File: config.mk
export PLATFORM = sky130hd
export DESIGN_NAME = dual_timer_core
export DESIGN_NICKNAME = d
export VERILOG_FILES = /design/src/rtl/dtmr_pkg.sv /design/src/rtl/dtmr_prescale.sv /design/src/rtl/dtmr_count.sv /design/src/rtl/dtmr_irq.sv /design/src/rtl/dual_timer_core.sv
export SDC_FILE = /design/constraint.sdc
export NUM_CORES = 1
export LEC_CHECK = 0
export ABC_AREA = 1
export BUFFER_PORTS_ARGS = -buffer_cell sky130_fd_sc_hd__buf_2
export CAP_MARGIN = 0
export CORE_ASPECT_RATIO = 0.9
export CORE_MARGIN = 2
export CORE_UTILIZATION = 62
export CTS_CLUSTER_DIAMETER = 50
export DETAILED_ROUTE_END_ITERATION = 16
export PLACE_DENSITY = 0.87
export SETUP_SLACK_MARGIN = 0.2
export SYNTH_ARGS = -nofsm -noshare
export SYNTH_HDL_FRONTEND = slang
export SYNTH_SLANG_ARGS = --single-unit
File: constraint.sdc
create_clock -name clk -period 3.9 [get_ports clk]
set_clock_uncertainty 0.2 [all_clocks]
set_input_delay 0.195 -clock clk [delete_from_list [all_inputs] [get_ports clk]]
set_output_delay 0.195 -clock clk [all_outputs]
set_load 0.03 [all_outputs]
File: src/rtl/dtmr_pkg.sv
// Shared register selectors and mode type for the dual timer.
package dtmr_pkg;
    localparam int ADDR_W = 4;

    localparam logic [ADDR_W-1:0] SEL_CFG    = 4'd0;
    localparam logic [ADDR_W-1:0] SEL_MODE_A = 4'd1;
    localparam logic [ADDR_W-1:0] SEL_MODE_B = 4'd2;
    localparam logic [ADDR_W-1:0] SEL_CTRL   = 4'd3;
    localparam logic [ADDR_W-1:0] SEL_LOAD_A = 4'd4;
    localparam logic [ADDR_W-1:0] SEL_LOAD_B = 4'd5;
    localparam logic [ADDR_W-1:0] SEL_PRE_A  = 4'd6;
    localparam logic [ADDR_W-1:0] SEL_PRE_B  = 4'd7;
    localparam logic [ADDR_W-1:0] SEL_MASK   = 4'd8;
    localparam logic [ADDR_W-1:0] SEL_CLR    = 4'd9;
    localparam logic [ADDR_W-1:0] SEL_DMA    = 4'd10;

    // Mode word: bit 1 = count up, bit 0 = periodic.
    typedef struct packed {
        logic up;
        logic periodic;
    } tmode_t;
endpackage

File: src/rtl/dtmr_prescale.sv
// Clock-enable divider for one timer half.
// Assumes: tick is the enabled, not-stalled count clock; when bypass is high
// every tick advances the counter and the internal count is left alone.
module dtmr_prescale #(
    parameter int PW = 8
) (
    input  logic          clk,
    input  logic          rst_n,
    input  logic          restart,
    input  logic          tick,
    input  logic          bypass,
    input  logic [PW-1:0] div,
    output logic          adv
);
    logic [PW-1:0] cnt_q;

    assign adv = tick && (bypass || (cnt_q == '0));

    // Down-count the division, reloading on wrap or on a restart.
    always_ff @(posedge clk) begin
        if (!rst_n) begin
            cnt_q <= '0;
        end else if (restart) begin
            cnt_q <= div;
        end else if (tick && !bypass) begin
            cnt_q <= (cnt_q == '0) ? div : cnt_q - 1'b1;
        end
    end
endmodule

File: src/rtl/dtmr_count.sv
// Main counter of one timer: counts down to zero or up to the load value.
// Assumes: restart has priority over an advance in the same cycle; tmo is a
// combinational pulse for the advance that hits the terminal value.
module dtmr_count
    import dtmr_pkg::*;
#(
    parameter int W = 16
) (
    input  logic         clk,
    input  logic         rst_n,
    input  logic         restart,
    input  logic [W-1:0] seed,
    input  logic         adv,
    input  tmode_t       mode,
    input  logic [W-1:0] load,
    output logic [W-1:0] cnt,
    output logic         tmo
);
    logic [W-1:0] cnt_q;
    logic         at_term;
    logic [W-1:0] start_val;

    assign at_term   = mode.up ? (cnt_q == load) : (cnt_q == '0);
    assign start_val = mode.up ? '0 : load;
    assign tmo       = adv && at_term && !restart;
    assign cnt       = cnt_q;

    // Step, reload or hold the count.
    always_ff @(posedge clk) begin
        if (!rst_n) begin
            cnt_q <= '0;
        end else if (restart) begin
            cnt_q <= mode.up ? '0 : seed;
        end else if (adv) begin
            if (at_term) begin
                if (mode.periodic) begin
                    cnt_q <= start_val;
                end
            end else begin
                cnt_q <= mode.up ? cnt_q + 1'b1 : cnt_q - 1'b1;
            end
        end
    end
endmodule

File: src/rtl/dtmr_irq.sv
// Timeout flags, mask, write-one-to-clear and DMA trigger pulses.
// Assumes: a timeout in the same cycle as a clear keeps its flag set.
module dtmr_irq #(
    parameter int N = 2
) (
    input  logic         clk,
    input  logic         rst_n,
    input  logic [N-1:0] tmo,
    input  logic         sel_mask,
    input  logic         sel_clr,
    input  logic         sel_dma,
    input  logic [N-1:0] din,
    output logic [N-1:0] raw,
    output logic [N-1:0] masked,
    output logic         irq,
    output logic [N-1:0] dma_trig
);
    logic [N-1:0] mask_q;
    logic [N-1:0] dma_en_q;

    // Hold the mask and DMA enable registers.
    always_ff @(posedge clk) begin
        if (!rst_n) begin
            mask_q   <= '0;
            dma_en_q <= '0;
        end else begin
            if (sel_mask) mask_q   <= din;
            if (sel_dma)  dma_en_q <= din;
        end
    end

    for (genvar i = 0; i < N; i++) begin : g_src
        // Sticky flag with clear and a one-cycle DMA pulse per source.
        always_ff @(posedge clk) begin
            if (!rst_n) begin
                raw[i]      <= 1'b0;
                dma_trig[i] <= 1'b0;
            end else begin
                raw[i]      <= (raw[i] & ~(sel_clr & din[i])) | tmo[i];
                dma_trig[i] <= tmo[i] & dma_en_q[i];
            end
        end
        assign masked[i] = raw[i] & mask_q[i];
    end

    assign irq = |masked;
endmodule

File: src/rtl/dual_timer_core.sv
// Pair of timers that run as two half-width timers or one chained timer.
// Assumes: configuration is written while the timers are disabled; in
// chained mode timer A's counter spans both halves and B stays idle.
module dual_timer_core
    import dtmr_pkg::*;
#(
    parameter int HALF_W = 16,
    parameter int PRE_W  = 8
) (
    input  logic                  clk,
    input  logic                  rst_n,
    input  logic                  wr_en,
    input  logic [ADDR_W-1:0]     wr_addr,
    input  logic [2*HALF_W-1:0]   wr_data,
    input  logic                  dbg_halt,
    output logic [2*HALF_W-1:0]   value_a,
    output logic [HALF_W-1:0]     value_b,
    output logic [1:0]            run,
    output logic [1:0]            raw_stat,
    output logic [1:0]            mask_stat,
    output logic                  irq,
    output logic [1:0]            dma_trig
);
    localparam int FULL_W = 2 * HALF_W;
    localparam int NCH    = 2;

    logic              split_q;
    tmode_t            mode_a_q, mode_b_q;
    logic [FULL_W-1:0] load_a_q;
    logic [HALF_W-1:0] load_b_q;
    logic [PRE_W-1:0]  pre_a_q, pre_b_q;
    logic              en_a_q, en_b_q, stall_a_q, stall_b_q;

    logic hit_cfg, hit_mode_a, hit_mode_b, hit_ctrl, hit_load_a, hit_load_b;
    logic hit_pre_a, hit_pre_b, hit_mask, hit_clr, hit_dma;

    logic              tick_a, tick_b, adv_a, adv_b, tmo_a, tmo_b;
    logic [FULL_W-1:0] load_a_eff, seed_a;
    logic [HALF_W-1:0] cnt_b;

    // Decode the write port into one strobe per register.
    always_comb begin
        hit_cfg    = wr_en && (wr_addr == SEL_CFG);
        hit_mode_a = wr_en && (wr_addr == SEL_MODE_A);
        hit_mode_b = wr_en && (wr_addr == SEL_MODE_B);
        hit_ctrl   = wr_en && (wr_addr == SEL_CTRL);
        hit_load_a = wr_en && (wr_addr == SEL_LOAD_A);
        hit_load_b = wr_en && (wr_addr == SEL_LOAD_B);
        hit_pre_a  = wr_en && (wr_addr == SEL_PRE_A);
        hit_pre_b  = wr_en && (wr_addr == SEL_PRE_B);
        hit_mask   = wr_en && (wr_addr == SEL_MASK);
        hit_clr    = wr_en && (wr_addr == SEL_CLR);
        hit_dma    = wr_en && (wr_addr == SEL_DMA);
    end

    // Narrow timer A's load and restart value to one half when split.
    always_comb begin
        if (split_q) begin
            load_a_eff = {{HALF_W{1'b0}}, load_a_q[HALF_W-1:0]};
            seed_a     = {{HALF_W{1'b0}}, wr_data[HALF_W-1:0]};
        end else begin
            load_a_eff = load_a_q;
            seed_a     = wr_data;
        end
    end

    // Gate each count clock with its enable, stall and the width mode.
    always_comb begin
        tick_a = en_a_q && !(stall_a_q && dbg_halt);
        tick_b = split_q && en_b_q && !(stall_b_q && dbg_halt);
    end

    // Configuration registers written through the port.
    always_ff @(posedge clk) begin
        if (!rst_n) begin
            split_q   <= 1'b0;
            mode_a_q  <= '0;
            mode_b_q  <= '0;
            load_a_q  <= '0;
            load_b_q  <= '0;
            pre_a_q   <= '0;
            pre_b_q   <= '0;
            stall_a_q <= 1'b0;
            stall_b_q <= 1'b0;
        end else begin
            if (hit_cfg)    split_q  <= wr_data[0];
            if (hit_mode_a) mode_a_q <= tmode_t'(wr_data[1:0]);
            if (hit_mode_b) mode_b_q <= tmode_t'(wr_data[1:0]);
            if (hit_load_a) load_a_q <= wr_data;
            if (hit_load_b) load_b_q <= wr_data[HALF_W-1:0];
            if (hit_pre_a)  pre_a_q  <= wr_data[PRE_W-1:0];
            if (hit_pre_b)  pre_b_q  <= wr_data[PRE_W-1:0];
            if (hit_ctrl) begin
                stall_a_q <= wr_data[2];
                stall_b_q <= wr_data[3];
            end
        end
    end

    // Enable bits: set by software, dropped by a one-shot timeout.
    always_ff @(posedge clk) begin
        if (!rst_n) begin
            en_a_q <= 1'b0;
            en_b_q <= 1'b0;
        end else if (hit_ctrl) begin
            en_a_q <= wr_data[0];
            en_b_q <= wr_data[1];
        end else begin
            if (tmo_a && !mode_a_q.periodic) en_a_q <= 1'b0;
            if (tmo_b && !mode_b_q.periodic) en_b_q <= 1'b0;
        end
    end

    dtmr_prescale #(.PW(PRE_W)) u_pre_a (
        .clk     (clk),
        .rst_n   (rst_n),
        .restart (hit_load_a),
        .tick    (tick_a),
        .bypass  (!split_q),
        .div     (pre_a_q),
        .adv     (adv_a)
    );

    dtmr_prescale #(.PW(PRE_W)) u_pre_b (
        .clk     (clk),
        .rst_n   (rst_n),
        .restart (hit_load_b),
        .tick    (tick_b),
        .bypass  (!split_q),
        .div     (pre_b_q),
        .adv     (adv_b)
    );

    dtmr_count #(.W(FULL_W)) u_cnt_a (
        .clk     (clk),
        .rst_n   (rst_n),
        .restart (hit_load_a),
        .seed    (seed_a),
        .adv     (adv_a),
        .mode    (mode_a_q),
        .load    (load_a_eff),
        .cnt     (value_a),
        .tmo     (tmo_a)
    );

    dtmr_count #(.W(HALF_W)) u_cnt_b (
        .clk     (clk),
        .rst_n   (rst_n),
        .restart (hit_load_b),
        .seed    (wr_data[HALF_W-1:0]),
        .adv     (adv_b),
        .mode    (mode_b_q),
        .load    (load_b_q),
        .cnt     (cnt_b),
        .tmo     (tmo_b)
    );

    dtmr_irq #(.N(NCH)) u_irq (
        .clk      (clk),
        .rst_n    (rst_n),
        .tmo      ({tmo_b, tmo_a}),
        .sel_mask (hit_mask),
        .sel_clr  (hit_clr),
        .sel_dma  (hit_dma),
        .din      (wr_data[NCH-1:0]),
        .raw      (raw_stat),
        .masked   (mask_stat),
        .irq      (irq),
        .dma_trig (dma_trig)
    );

    assign value_b = cnt_b;
    assign run     = {en_b_q, en_a_q};
endmodule

Yosys cells after proc, flatten, opt, wreduce, memory -nomap -nowiden --
Cells that the tools add are included.
Cells by class: add/subtract/negate cells 6, equal/unequal tests 14, muxes and demuxes 28, bitwise operators 12, reduce and logical (&&, ||, !) cells 49
Operators by type and width (count):
- 32-bit 2-to-1 mux | 9
- 16-bit 2-to-1 mux | 7
- 8-bit 2-to-1 mux | 6
- 32-bit by 1-bit adder with 32-bit output (second input constant) | 1
- 32-bit equality test | 1
- 32-bit zero test | 1
- 32-bit by 1-bit subtractor with 32-bit output (second input constant) | 1
- 1-bit logical AND | 26
- 16-bit by 1-bit adder with 16-bit output (second input constant) | 1
- 16-bit equality test | 1
- 4-bit by 3-bit equality test with 1-bit output (second input constant) | 4
- 16-bit zero test | 1
- 8-bit zero test | 2
- 16-bit by 1-bit subtractor with 16-bit output (second input constant) | 1
- 8-bit by 1-bit subtractor with 8-bit output (second input constant) | 2
- 4-bit equality test (second input constant) | 3
- 2-bit nonzero test | 6
- 1-bit AND | 8
- 4-bit by 2-bit equality test with 1-bit output (second input constant) | 2
- 1-bit zero test | 7
- 1-bit 2-to-1 mux | 6
- 3-bit by 2-bit inequality test with 1-bit output (second input constant) | 2
- 4-bit by 1-bit equality test with 1-bit output (second input constant) | 1
- 4-bit zero test | 1
- 5 further kinds | 9
Storage, ports and cells: register bits after elaboration 145, output and inout bits 57, logic and storage cells 132

Depth between registers and ports, before layout --
Gate-level depths: netlist (run 1).
depth in word-level cells 9, gate-level depth with buffers 19, depth with buffers taken out 18

Modules after synthesis --
Synthesis (run 1) repeated with hierarchy kept, for this count alone.
Second synthesis, totals: cells, all modules 2385, area, all modules 13011.2 um^2
Modules (own cells, without submodules):
- dtmr_count at u_cnt_a | times used 1, cells each 1162, area an instance 5666.7 um^2, sequential area each 640.6 um^2
- dual_timer_core | times used 1, cells each 513, area an instance 3354.5 um^2, sequential area each 1461.4 um^2
- dtmr_count at u_cnt_b | times used 1, cells each 488, area an instance 2511.2 um^2, sequential area each 320.3 um^2
- dtmr_prescale | times used 2, cells each 91, area an instance 591.8 um^2, sequential area each 160.2 um^2
- dtmr_irq | times used 1, cells each 40, area an instance 295.3 um^2, sequential area each 160.2 um^2

Least setup slack after synthesis (run 1) --
Ideal clock, no wire load.
kind register to register, from reg mode_a_q[1] (netlist bit), to reg u_cnt_a.cnt_q[28], in the netlist u_cnt_a.cnt[28], library setup time 0.114 ns, data arrival time 2.782 ns, setup slack 0.804 ns, cell stages (with the launch flop) 18, path buffers 1, cell sequence dfxtp_1 -> clkinv_1 -> clkbuf_1 -> ha_1 -> nand2_1 -> nand2_1 -> inv_1 -> nand2_1 -> nand2_1 -> nand2_1 -> nand2_1 -> nand2_1 -> nand3_1 -> nand2_1 -> nand2_1 -> nand3_1 -> a21oi_1 -> nor2_1
Between the ends: word-level cells in the longest chain between the ends 5
RTL lines:
- start: declaration | line dual_timer_core.sv:28 | tmode_t mode_a_q, mode_b_q;
- start signal: assignment | line dual_timer_core.sv:87 | if (hit_mode_a) mode_a_q <= tmode_t'(wr_data[1:0]);
- 32-bit 2-to-1 mux | line dtmr_count.sv:24 | assign start_val = mode.up ? '0 : load;
- 32-bit 2-to-1 mux | line dtmr_count.sv:36 | if (mode.periodic) begin
- 32-bit 2-to-1 mux | line dtmr_count.sv:35 | if (at_term) begin
- 32-bit 2-to-1 mux | line dtmr_count.sv:34 | end else if (adv) begin
- 32-bit 2-to-1 mux | line dtmr_count.sv:32 | end else if (restart) begin
- end signal: assignment | line dtmr_count.sv:33 | cnt_q <= mode.up ? '0 : seed;
- end signal: assignment | line dtmr_count.sv:37 | cnt_q <= start_val;
- end signal: assignment | line dtmr_count.sv:40 | cnt_q <= mode.up ? cnt_q + 1'b1 : cnt_q - 1'b1;
- end: declaration | line dtmr_count.sv:19 | logic [W-1:0] cnt_q;
Several ways; a longest one is shown, not always the timed one. The select of a mux whose other input is x is not followed. A chain may end at the register's enable or synchronous reset.

Worst setup path after layout (run 1) --
from reg mode_a_q[1] (netlist bit), to reg u_cnt_a.cnt_q[31], in the netlist u_cnt_a.cnt[31]
Same word-level chain as after synthesis.

==> run metrics, run 1 <==
status finished clean; register area 0.00290 mm^2; final WL roughly 37,000 um; largest net degree at the start of global routing 95; combinational share of power 0.391; fin crit period ~3300 ps; Final Hold Fails 0; pwr dens 421 mW/mm^2; post-route core utilization 0.709; Core Box Area about 0.018 mm^2; Worst path max stage delay slightly above 600 ps; fmax around 0.3 GHz; fin nets 2,157; critical path startpoint category register; most instantiated library cell after synthesis nand2_1; IO buf count 96; leakage power just under 0.007 uW; post-synth top area share 0.254; Starting DRT DRC Count approximately 1.3k; crit path buf inv count 2; vias per cell roughly 5.7; # DRC 0; synth top area cells dfxtp_1, nand2_1, nand3_1; Post-synth EDFFs 0; Sum Neg Setup Slack 0 ps; Post-CTS Setup Inserts 0; Clock Power Share 0.318; Yosys cell types between 40 and 50; clock sink total approximately 150; Clock Pin Slew Worst Setup and Hold Paths 70 ps; Slew headroom 0.297; number of global-route vias before repair ~12k; cell repeated most along the worst path nand2_4; IO Pins 97; diode count 0; first-pass GRT wire length just under 60,000 um; critical-path cell list inv_2, nand4_1, nor2_2, inv_2, nand2_4, nand2_4, nand2_4, nand2_1, nand2_1, nor2_1; DIE AREA between 0.015 and 0.02 mm^2; maximum clock path buffer count 2; Worst path slowest cell inv_2; CTS tree yes; dpl hpwl about 26,000 um; synthesis warning total 0; Min-Delay Path Class input port to register; H-tree depth 4; die height between 100 and 150 um; cell count after synthesis 1,975; max-slew violations 0; final setup fails 0; GPL Wtd Cong between 1 and 1.5; Post-Syn Nets around 2.1k; crit-path max FO 46; GRT Residual Overflow 0; Psw 2220 uW; GRT Resource Usage Total 0.368; initial antenna violation count 0; Placement Rows 47; Routed WL per cell ~16 um; Root Driver clkbuf_16; DR pass1 iterations 7; Initial Util 0.626; Synth Flop Type dfxtp_1; Mapped Avg Cell Area 5.78 um^2; vias 13.4k; post-synthesis cell area ~0.011 mm^2; Routed Antenna Nets 0; fillers around 1.6k; final worst path period share 0.842; ys async rst share 0; sequential area share after synthesis 0.254; VDD IR max ~0.42 mV; TritonCTS Buffers 17; CP Data Arrival Time between 3000 and 4000 ps; family with the most delay on the worst path simple AND/OR/NAND/NOR gates; CP Capture Type register; maxcap violations 0; layout cells sized above 1 0.0803; CP Class register to register; multi-input logic area approximately 0.0072 mm^2; RSZ-0062 raised after global routing false; clock latency on the worst-skew pair 430 ps; Internal ~3200 uW; actual slew at the worst max-slew pin 1050 ps; most frequent cells after synthesis nand2_1, inv_1, nor2_1; Flop pwr share 0.291; #FFs+latches synth ~150; synth-to-layout area growth 13.1%; Die X 147 um; post-synth top area cell dfxtp_1; switching share of power 0.408; Required @ worst endpoint between 4000 and 5000 ps
-- flip-flops by register name, indices dropped and copies added (netlist names), 2 cells and up --
register	count
mode_b_q	2
u_irq.dma_en_q	2
u_cnt_b.cnt	16
load_a_q	32
u_irq.mask_q	2
u_pre_b.cnt_q	8
u_cnt_a.cnt	32
mode_a_q	2
u_irq.dma_trig	2
pre_a_q	8
load_b_q	16
u_irq.raw	2
pre_b_q	8
u_pre_a.cnt_q	8
-- path summary, 6_finish.rpt --
check | startpoint | slack (ps) | cells after the start | endpoint
min reg2reg | u_irq.dma_en_q[1] | 240 | 2 | u_irq.dma_trig[1]
max reg2reg | mode_a_q[1] | 620 | 10 | u_cnt_a.cnt[31]
max | mode_a_q[1] | 620 | 10 | u_cnt_a.cnt[31]
min | wr_en | 100 | 5 | split_q
-- worst reg2reg max path, stage by stage, from the launching register on --
cell and delay (ps):
dfxtp_1 370, inv_2 610, nand4_1 200, nor2_2 380, inv_2 230, nand2_4 220, nand2_4 270, nand2_4 430
nand2_1 130, nand2_1 80, nor2_1 50
-- through the flow --
| stage | cells | worst slack (ps) | area, um^2 | hold WS (ps) | total power [uW] |
|---|---|---|---|---|---|
| 4_1_cts | 2325 | 667 | 12900 | 73.2 | 5370 |
| 3_5_place_dp | 2257 | 694 | 11900 | 224 | 3620 |
| 3_3_place_gp | 2257 | 791 | 11900 | 225 | 3590 |
| 6_report | 2325 | 617 | 12900 | 104 | 5440 |
| 2_1_floorplan | 1975 | 804 | 11400 | 130 | 3120 |
| 5_1_grt | 2325 | 368 | 12900 | 129 | 5710 |
-- layout make-up --
cell class	instances	area share
clock buffer	20	0.0346
tap	245	0.0237
inverter	259	0.0755
timing repair buffer	141	0.0703
multi-input combinational	1503	0.558
clock inverter	12	0.0132
sequential	145	0.225
-- power groups by stage --
stage	Clock, uW	Sequential, uW	Combinational [uW]
2_1_floorplan	0	1630	1480
6_report	1730	1590	2130
3_3_place_gp	0	1610	1970
4_1_cts	1730	1580	2060
3_5_place_dp	0	1610	2010
5_1_grt	1790	1590	2340
-- logic make-up after synthesis --
group,after synthesis,share of synthesized area
xor gates and xnor gates,41,0.0314
AOI/OAI and AO/OA,248,0.115
buffers and inverters,327,0.115
and+or+nand+nor,1160,0.425
muxes,4,0.00351
DFF,145,0.254
adders and majority gates,50,0.0561
-- layer usage --
layer / global-route usage / share of wire
met1: 0.464 / 0.40
met2: 0.608 / 0.46
met3: 0.0600 / 0.096
met4: 0.192 / 0.048
met5: 0 / 0
-- what timing repair did --
action | CTS | global route
hold endpoints to repair | 67 | 0
hold buffers | 36 | 0
gates resized for setup | 0 | 0
-- cells in the final DEF (no fill, tap or decap), types with 6 or more instances in the layout --
cell,Yosys,final
o21ai_0,72,72
nor3_1,26,26
dfxtp_1,145,145
nand3_2,7,7
a21oi_1,150,150
nand3_1,196,196
xnor2_1,13,13
nand2_1,654,653
buf_2,11,96
nand4_1,33,33
inv_1,247,246
nor2_1,217,217
clkbuf_16,0,17
dlygate4sd3_1,0,36
nor4_1,6,6
ha_1,48,48
inv_2,5,7
buf_4,6,9
xor2_1,28,28
Note: power is estimated with default switching activity, not from simulation.
==> run 2: changes to the inputs <==
clock period = 3.11 ns   (was 3.9 ns; I/O delays follow)
==> run 2 against run 1 <==
Against the previous run:
- utilization grew 1.3 points
- global-route usage up 1.9 points
- critical path depth increased by 2
- count of clock-buffer cells in the layout down 3
- critical endpoint is now u_cnt_a.cnt[20]
==> run metrics, run 2 (synthesized netlist as in run 1, its figures left out) <==
status finished clean; CP Capture Point u_cnt_a.cnt[20]; die height 133 um (unchanged); Placement Rows 47 (unchanged); dpl hpwl 27,900 um (+6.9%); GRT Resource Usage Total 0.387 (+0.0189); clock latency on the worst-skew pair 440 ps (about the same); number of global-route vias before repair 12.4k (+2.5%); CTS tree yes; clock sink total 145 (unchanged); H-tree depth 4 (unchanged); pwr dens 523 mW/mm^2 (+24%); IO Pins 97 (unchanged); first-pass GRT wire length 61,400 um (+4.7%); maximum clock path buffer count 2 (unchanged); maxcap violations 0 (unchanged); Min-Delay Path Class input port to register; Required @ worst endpoint 3240 ps (-780 ps); final setup fails 0 (unchanged); fmax 0.362 GHz (+19%); Routed Antenna Nets 0 (unchanged); CP Data Arrival Time 2900 ps (-500 ps); layout cells sized above 1 0.0933 (+0.0130); leakage power 0.00686 uW (+1.8%); final worst path period share 0.888 (+0.0465); Starting DRT DRC Count 1,452 (+8.8%); M1 wire length 15,200 um (+5.3%); most frequent cells in the layout nand2_1, inv_1, nor2_1, nand3_1, a21oi_1; dpl ws 175 ps (-519 ps); GPL Wtd Cong 1.04 (-2.7%); fillers 1,607 (+1.5%); Initial Util 0.626 (unchanged); final worst slack 347 ps (-270 ps); TritonCTS Buffers 17 (unchanged); met3 WL 4130 um (+17%); fin nets 2,178 (+0.97%); vias per cell 5.73 (-0.20%); IO buf count 96 (unchanged); final WL 38,400 um (+5.1%); r2r worst-path depth 12 (+2); Clock Pin Slew Worst Setup and Hold Paths 70 ps (about the same); Reg2Reg Capture Point u_cnt_a.cnt[20]; Routed WL per cell 16.4 um (+4.2%); # DRC 0 (unchanged); RSZ-0062 raised after global routing true; crit path launch mode_a_q[1]; multi-input logic area 0.00721 mm^2 (+0.10%); Post-CTS Setup Inserts 0 (unchanged); GRT Residual Overflow 0 (unchanged); CP Capture Type register; crit-path max FO 25 (-46%); r2r setup slk 350 ps (-270 ps); vias 13.5k (+0.75%); DR top layer met4; Die X 147 um (unchanged); synth-to-layout area growth 15.1%; Sum Neg Setup Slack 0 ps (unchanged); critical path startpoint category register; commonest non-fill, non-tap cell in the layout nand2_1; CP Class register to register; post-route core utilization 0.721 (+0.0126); Root Driver clkbuf_16; DR pass1 iterations 6 (-1); met2 wire len 17,500 um (+3.9%); reg2reg start mode_a_q[1]; DIE AREA 0.0195 mm^2 (unchanged); initial antenna violation count 1 (+1); Slew headroom 0.417 (+0.120); fin crit period 2760 ps (-520 ps); actual slew at the worst max-slew pin 868 ps (-179 ps); register area 0.00291 mm^2 (+0.13%); Final Hold Fails 0 (unchanged); Core Box Area 0.0182 mm^2 (unchanged); VDD IR max 0.507 mV (+20%); largest net degree at the start of global routing 68 (-28%); max-slew violations 0 (unchanged); Hold Crit Start rst_n
## run 2: through the flow
| stage | hold WS (ps) | cell area (um^2) | power, uW | std cells |
|---|---|---|---|---|
| 2_1_floorplan | 90.4 | 11400 | 3910 | 1975 |
| 4_1_cts | 10.5 | 13100 | 6780 | 2346 |
| 5_1_grt | 57.6 | 13100 | 7220 | 2346 |
| 6_report | 42.5 | 13100 | 6880 | 2347 |
| 3_5_place_dp | 225 | 12200 | 4660 | 2278 |
| 3_3_place_gp | 223 | 12200 | 4610 | 2278 |
## run 2: per-layer routing
layer / up-vias / track usage
li1: 6538 / -
met1: 5971 / 0.510
met2: 795 / 0.626
met3: 154 / 0.0728
met4: 0 / 0.161
met5: - / 0
## run 2: critical path: stages (launching register included)
cell and delay, ps:
dfxtp_2 410, inv_4 130, buf_12 190, ha_1 380
nand2_1 110, nor2_1 240, inv_1 90, nor2_2 210
nand3b_1 160, nand4_1 140, nand4_1 150, a21oi_1 180
nor2_1 50
## run 2: what timing repair did
item / CTS / global route
setup endpoints to repair: 1 / 28
hold endpoints to repair: 87 / 0
resized for setup: 1 / 7
hold buffers: 36 / 0
## run 2: power by group
group / internal (uW) / switching, uW
Clock: 1090 / 1020
Sequential: 1910 / 78.4
Combinational: 903 / 1880
Total: 3900 / 2980
## run 2: worst min path at each step
stage                              endpoint  slack, ps  depth (start not counted)
final                       u_cnt_a.cnt[21]         40                          3
after CTS                   u_cnt_a.cnt[24]         10                          3
after floorplan                  pre_a_q[4]         90                          2
after global placement         load_a_q[28]        220                          3
after global routing        u_cnt_a.cnt[21]         60                          3
after detailed placement  u_irq.dma_trig[1]        220                          2
## run 2: final cells by class
| class | count | share of cell area |
|---|---|---|
| Clock buffer | 17 | 0.0324 |
| Inverter | 259 | 0.0743 |
| Timing Repair Buffer | 162 | 0.0858 |
| Antenna cell | 1 | 0.000190 |
| Tap cell | 245 | 0.0233 |
| Multi-Input combinational cell | 1503 | 0.549 |
| Clock inverter | 15 | 0.0141 |
| Sequential cell | 145 | 0.221 |
==> run 3: changes to the inputs <==
CELL_PAD_IN_SITES_DETAIL_PLACEMENT = 1   (was not set)
CELL_PAD_IN_SITES_GLOBAL_PLACEMENT = 1   (was not set)
CORE_UTILIZATION = 42   (was 62)
PLACE_DENSITY = 0.86   (was 0.87)
==> run 3 against run 2 <==
Against the previous run:
- total power rose by 3.8%
- utilization decreased by 23 points
- count of clock-buffer cells in the layout stayed put
- first-iteration DRC count down 17%
- die area grew 46%
- maximum frequency about the same
- register-to-register slack is essentially flat
- global-route usage shrank 6.5 points
- sequential share of layout area decreased by 0.31 points
- via count grew 1.5%
- largest cell class unchanged
==> run metrics, run 3 (synthesized netlist as in run 1, its figures left out) <==
actual slew at the worst max-slew pin 1040 ps (+176 ps); register area 0.00291 mm^2 (about the same); combinational share of power 0.415 (+0.011); fillers 3,759 (+130%); Psw 3090 uW (+3.9%); diode count 0 (-1); switching share of power 0.433 (+0.000461); cell repeated most along the worst path nand2_1; final setup fails 0 (unchanged); critical path startpoint category register; GPL Wtd Cong 0.966 (-6.9%); Required @ worst endpoint 3240 ps (about the same); Post-CTS Setup Inserts 0 (unchanged); final worst slack 345 ps (-2.59 ps); TritonCTS Buffers 17 (unchanged); Worst path max stage delay 410 ps (about the same); most frequent cells in the layout nand2_1, inv_1, nor2_1, nand3_1, a21oi_1; Hold Crit Start wr_en; synth-to-layout area growth 16.7%; largest net degree at the start of global routing 95 (+40%); number of global-route vias before repair 13.5k (+9.1%); reg2reg start mode_a_q[1]; CTS tree yes; clock latency on the worst-skew pair 440 ps (about the same); leakage power 0.00689 uW (+0.43%); Initial Util 0.425 (-0.202); IO Pins 97 (unchanged); GRT Residual Overflow 0 (unchanged); critical-path cell list inv_4, ha_2, nand2_1, nor2_1, nand2_1, nand2_1, nand2_1, nand2_1, nand3_1, nand3_1, nand3_1, a21oi_1, nor2_1; Worst path slowest cell dfxtp_2; CP Capture Type register; total power 7140 uW (+3.8%); DIE AREA 0.0285 mm^2 (+46%); Core Box Area 0.0269 mm^2 (+47%); first-pass GRT wire length 72,900 um (+19%); die height 160 um (+21%); Min-Delay Path Class input port to register; vias per cell 5.55 (-3.3%); Final Hold Fails 0 (unchanged); CP Class register to register; maximum clock path buffer count 2 (unchanged); maxcap violations 0 (unchanged); vias 13.7k (+1.5%); # DRC 0 (unchanged); crit path launch mode_a_q[1]; CP Data Arrival Time 2900 ps (about the same); Slew headroom 0.299 (-0.118); commonest non-fill, non-tap cell in the layout nand2_1; RSZ-0062 raised after global routing true; multi-input logic area 0.00724 mm^2 (+0.31%); Placement Rows 57 (+21%); pwr dens 536 mW/mm^2 (+2.4%); IO buf count 96 (unchanged); Clock Pin Slew Worst Setup and Hold Paths 70 ps (about the same); Die X 178 um (+21%); clock sink total 145 (unchanged); GRT Resource Usage Total 0.322 (-0.0651); Internal 4040 uW (+3.7%); layout cells sized above 1 0.0991 (+0.00586); Starting DRT DRC Count 1,208 (-17%); Clock Power Share 0.307 (about the same); DR pass1 iterations 6 (unchanged); VDD IR max 0.247 mV (-51%); fin crit period 2770 ps (+2.59 ps); initial antenna violation count 0 (-1); Root Driver clkbuf_16; Sum Neg Setup Slack 0 ps (unchanged); Routed Antenna Nets 0 (unchanged); final WL 45,900 um (+19%); dpl hpwl 33,800 um (+21%); H-tree depth 4 (unchanged); final worst path period share 0.889 (about the same); dpl ws 159 ps (-15.9 ps); Routed WL per cell 18.6 um (+14%); Flop pwr share 0.278 (-0.011); fmax 0.362 GHz (about the same); max-slew violations 0 (unchanged); crit-path max FO 17 (-32%); post-route core utilization 0.496 (-0.225); status finished clean; hold_ws 73.1 ps (+30.6 ps); fin nets 2,185 (+0.32%)
[run 3: cell types whose count changed in the layout (fill, tap and decap cells not counted), sizes merged]
cell         previous run  this run
buf                   126       132
bufinv                  0         2
clkinv                 12         7
clkinvlp                1         3
diode                   1         0
dlygate4sd3            36        37
inv                   261       262
[run 3: stage by stage]
stage               instances  instance area (um^2)
floorplan                1975                 11400
global placement         2393                 12300
detailed placement       2393                 12300
CTS                      2462                 13300
global route             2462                 13300
finish                   2462                 13300
[run 3: area by class of cell]
class / count / area share
clock buffer: 17 / 0.0319
clock inverter: 15 / 0.0141
inverter: 259 / 0.0735
multi-input combinational: 1503 / 0.543
sequential: 145 / 0.218
tap: 354 / 0.0332
timing repair buffer: 169 / 0.0863
[run 3: worst max-delay path: cells and delay by family (launching register included)]
kind / cells / cell delay (ps)
fa+ha+maj: 1 / 410
buf+inv: 1 / 140
simple gates: 10 / 1310
flops: 1 / 410
compound gates: 1 / 170
[run 3: path summary, 6_finish.rpt]
check	to	slack, ps	cells past startpoint
max	u_cnt_a.cnt[27]	340	13
max reg2reg	u_cnt_a.cnt[27]	340	13
min reg2reg	u_irq.dma_trig[1]	240	2
min	split_q	70	5
[run 3: repair_timing]
item | in CTS | in global routing
setup endpoints to repair | 1 | 32
endpoints found under the hold margin | 92 | 0
hold buffers | 37 | 0
gates resized for setup | 2 | 17
[run 3: per-layer routing]
metal,vias up,global-route usage,wire [um],part of all wire
li1,6523,-,-,-
met1,6559,0.460,20900,0.46
met3,94,0.0502,3410,0.074
met5,-,0,0,0
met2,482,0.499,20400,0.45
met4,0,0.0939,1100,0.024
[run 3: power groups by stage]
| stage | registers (uW) | logic [uW] | clock network [uW] |
|---|---|---|---|
| 2_1_floorplan | 2050 | 1860 | 0 |
| 3_3_place_gp | 2020 | 2740 | 0 |
| 3_5_place_dp | 2020 | 2800 | 0 |
| 4_1_cts | 1980 | 2870 | 2210 |
| 5_1_grt | 1990 | 3250 | 2280 |
| 6_report | 1990 | 2960 | 2190 |
